--- src/rtl/sspc_pkg.sv ---
package sspc_pkg;

    localparam int CAUSE_W = 5;

    typedef enum logic [1:0] {
        ACC_LOAD  = 2'd0,
        ACC_STORE = 2'd1,
        ACC_FETCH = 2'd2,
        ACC_ALT   = 2'd3
    } acc_kind_e;

    typedef enum logic [1:0] {
        FC_NONE     = 2'd0,
        FC_MISALIGN = 2'd1,
        FC_ACCESS   = 2'd2,
        FC_PAGE     = 2'd3
    } fault_class_e;

    typedef enum logic {
        ST_IDLE = 1'b0,
        ST_RESP = 1'b1
    } ctl_state_e;

    localparam logic [CAUSE_W-1:0] CC_FETCH_MIS = 5'd0;
    localparam logic [CAUSE_W-1:0] CC_FETCH_ACC = 5'd1;
    localparam logic [CAUSE_W-1:0] CC_LOAD_MIS  = 5'd4;
    localparam logic [CAUSE_W-1:0] CC_LOAD_ACC  = 5'd5;
    localparam logic [CAUSE_W-1:0] CC_STORE_MIS = 5'd6;
    localparam logic [CAUSE_W-1:0] CC_STORE_ACC = 5'd7;
    localparam logic [CAUSE_W-1:0] CC_FETCH_PG  = 5'd12;
    localparam logic [CAUSE_W-1:0] CC_LOAD_PG   = 5'd13;
    localparam logic [CAUSE_W-1:0] CC_STORE_PG  = 5'd15;
    localparam logic [CAUSE_W-1:0] CC_NONE      = 5'd0;

endpackage

--- src/rtl/sspc_perm.sv ---
module sspc_perm
    import sspc_pkg::*;
(
    input  logic          v_i,
    input  logic          r_i,
    input  logic          w_i,
    input  logic          x_i,
    input  acc_kind_e     kind_i,
    input  logic          ss_i,
    input  logic          probe_i,
    input  logic          bcfi_i,
    input  logic          first_i,
    output logic [2:0]    eff_o,
    output fault_class_e  fclass_o
);

    logic       page_flt;
    logic       ss_page;
    logic       wanted;

    always_comb begin
        eff_o    = 3'b000;
        page_flt = 1'b0;
        ss_page  = 1'b0;
        if (!v_i) begin
            page_flt = 1'b1;
        end else begin
            case ({x_i, w_i, r_i})
                3'b110: page_flt = 1'b1;
                3'b010: begin
                    if (bcfi_i && first_i) begin
                        ss_page = 1'b1;
                        if (ss_i)         eff_o = 3'b011;
                        else if (probe_i) eff_o = 3'b000;
                        else              eff_o = 3'b001;
                    end else begin
                        page_flt = 1'b1;
                    end
                end
                3'b001: begin
                    if (ss_i) page_flt = 1'b1;
                    else      eff_o = 3'b001;
                end
                default: eff_o = {x_i, w_i, r_i};
            endcase
        end
    end

    always_comb begin
        unique case (kind_i)
            ACC_LOAD:  wanted = eff_o[0];
            ACC_STORE: wanted = eff_o[1];
            default:   wanted = eff_o[2];
        endcase
    end

    always_comb begin
        if (page_flt)            fclass_o = FC_PAGE;
        else if (wanted)         fclass_o = FC_NONE;
        else if (ss_page)        fclass_o = FC_ACCESS;
        else                     fclass_o = FC_PAGE;
    end

endmodule

--- config.mk ---
export PLATFORM = sky130hd
export DESIGN_NAME = sspc_perm
export DESIGN_NICKNAME = d
export VERILOG_FILES = /design/src/rtl/sspc_pkg.sv /design/src/rtl/sspc_perm.sv
export SDC_FILE = /design/constraint.sdc
export NUM_CORES = 1
export LEC_CHECK = 0
export ABC_AREA = 1
export BUFFER_PORTS_ARGS = -buffer_cell sky130_fd_sc_hd__buf_2
export CAP_MARGIN = 20
export CORE_AREA = 2 2 39 41
export DETAILED_ROUTE_END_ITERATION = 8
export DIE_AREA = 0 0 41 43
export PLACE_DENSITY = 0.42
export SYNTH_ARGS = -nofsm -noshare
export SYNTH_HDL_FRONTEND = slang
export SYNTH_SLANG_ARGS = --single-unit
--- constraint.sdc ---
create_clock -name vclk -period 1
set_clock_uncertainty 0.15 [all_clocks]
set_input_delay 0.1 -clock vclk [all_inputs]
set_output_delay 0.1 -clock vclk [all_outputs]
set_load 0.02 [all_outputs]
==> flow_summary_export.csv <==
group,metric,value,unit
final_layout,multi_input_area,193.9,um2
grt,grt_pass1_vias,248,
final_layout,nClkBuffers,0,
detailed_routing,first_pass_iters,1,
final_layout,finalInstanceArea,432.9,um2
final_layout,area_delta_synth_final,160.1,%
synthesis,synth_cells,35,
synthesis,ys_types,12,
critical_path,worstPathBufferInverterCount,4,
critical_path,crit_path_max_fanout,3,
grt,grt_usage,0.06893,
outcome,status,"finished, violations left",
final_layout,nFillCells,161,
placement,portBuffers,15,
sta,rsz0062_at_grt,"yes",
floorplan,die_w,41,um
floorplan,coreArea,0.001384,mm2
clocking,hold_buffers,0,
floorplan,die_y,43,um
sta,finalSetupViolations,3,
detailed_routing,ant_nets,0,
synthesis,synth_top_area_cell,"nand2_1",
grt,grt_pass1_wl,910,um
detailed_routing,num_vias,279,
final_layout,fin_nets,68,
critical_path,cp-end-kind,"output port",
flow_run,cap_violations,0,
critical_path,path_delay_family,"buffers and inverters",
critical_path,worstPathRequired,750,ps
grt,antenna_found_initial,0,
final_layout,register_area,0,um2
synthesis,yosysSeqAreaShare,0,
critical_path,crit_path_max_incr_delay,120,ps
synthesis,ys_warn_count,0,
sta,slew_headroom,0.8850,
grt,grt_max_degree,5,
synthesis,yosysTopAreaCellShare,0.1579,
detailed_routing,drcViolationCount,0,
sta,post-route-period-util,1.102,
sta,worst_pin_slew,172.3,ps
detailed_routing,drt_iter0_drc,0,
synthesis,netlist_area,166.4,um2
sta,timing.fmax,907.6,MHz
power,pwr_density_cell,417.7,mW/mm2
critical_path,critPathSlowestCell,"buf_6",
detailed_routing,routed_via_density,3.875,
sta,whs,445.8,ps
placement,hpwl,443.8,um
placement,gp_congestion,0.6769,
floorplan,start_util,0.1203,
outcome,violations,"negative setup slack",
synthesis,synthTopCellsByArea,"nand2_1 (16%), nor2_1 (16%), inv_1 (14%), nand3_2 (12%), nor2_2 (11%)",
detailed_routing,wl_per_cell,7.792,um
critical_path,cp-start-kind,"primary input",
floorplan,rows,14,
sta,post-route-min-period,1102,ps
synthesis,synthesis.nets,45,
sta,maxSlewViolCount,0,
critical_path,path_cells,"buf_8 > buf_6 > nor2_2 > nand2_1 > nand2_1 > nand3_2 > nand3_2 > inv_1 > buf_6",
power,p_leak,0.0002213,uW
final_layout,diodes,0,
power,worst_ir_drop_vdd,0.1350,mV
detailed_routing,drt-total-wl,561,um
sta,finalWorstSetupSlack,-101.8,ps
floorplan,pin_count,15,
synthesis,avgSynthCellArea,4.755,um2
final_layout,seq_cells,0,
grt,grt-ovfl-total,0,
min_path,hold_path.class,"in2out",
floorplan,die_area,0.001763,mm2
placement,placed_cell_area,296.5,um2
sta,finalHoldViolCount,0,
critical_path,arrival,850,ps
critical_path,path_class,"in2out",
final_layout,drive_gt1_frac,0.6964,
-- per-stage QoR --
step	TNS, ps	cells	worst slack [ps]	utilization	total power, uW
CTS	-273.0	72	-140.2	0.2749	160.7
global route	-483.4	72	-173.0	0.3128	197.9
floorplan	0	35	42.89	-	64.57
global placement	-546.4	70	-189.5	0.2143	119.9
finish	-216.0	72	-101.8	0.3128	180.8
detailed placement	-527.6	70	-195.5	0.2143	120.8
-- report_power, final --
part / switching [uW] / leakage, uW / internal [uW]
clock: 0 / 0 / 0
sequential: 0 / 0 / 0
combinational: 89.3 / 0.000221 / 91.6
total: 89.3 / 0.000221 / 91.6
-- cells by family (layout without fill, tap and decap cells) --
group,Yosys count,in the layout,share of synthesized area
simple gates,24,24,0.7143
buf+inv,8,29,0.1805
compound gates,3,3,0.1052
-- worst min-delay path, stage by stage --
cell and delay (ps):
buf_2 110, nand2_2 50, nand3_2 80, nor2_2 40, buf_6 120
-- cells in the final DEF (no fill, tap or decap), types with 3 or more instances in the layout --
| master | count |
|---|---|
| nor2_1 | 4 |
| nand3_2 | 4 |
| nor2_2 | 3 |
| buf_2 | 7 |
| buf_4 | 6 |
| nor2_4 | 3 |
| inv_1 | 5 |
| buf_8 | 3 |
| buf_6 | 5 |
| nand2_1 | 7 |
-- worst paths after layout --
check / start / end / depth (start not counted)
max: x_i / fclass_o[1] / 9
min: kind_i[1] / fclass_o[0] / 5
-- per-layer routing --
metal / global-route usage / share of wire / vias to the layer above
li1: - / - / 149
met4: 0 / 0 / 0
met3: 0.01047 / 0.10 / 0
met5: 0 / 0 / -
met1: 0.09810 / 0.38 / 119
met2: 0.1125 / 0.51 / 11
-- cell usage after synthesis --
cell type / count
inv_1: 6
o21ai_1: 1
nor2_1: 7
nand3_2: 2
inv_2: 2
nand2_1: 7
nor3_1: 1
nand3_1: 2
nor2_2: 3
a21boi_0: 1
a21oi_1: 1
nand2_2: 2
-- repair_timing --
| item | CTS | global route |
|---|---|---|
| gates resized for setup | 20 | 13 |
| setup endpoints to repair | 5 | 4 |
| pin swaps | 11 | 9 |
| setup buffers | 2 | 0 |
-- area by class of cell --
cell class,instances,area share
Inverter,8,0.08671
Multi-Input combinational cell,27,0.4480
Tap cell,16,0.04624
Timing Repair Buffer,21,0.4191
No activity file was read; power rests on OpenSTA's default activity.
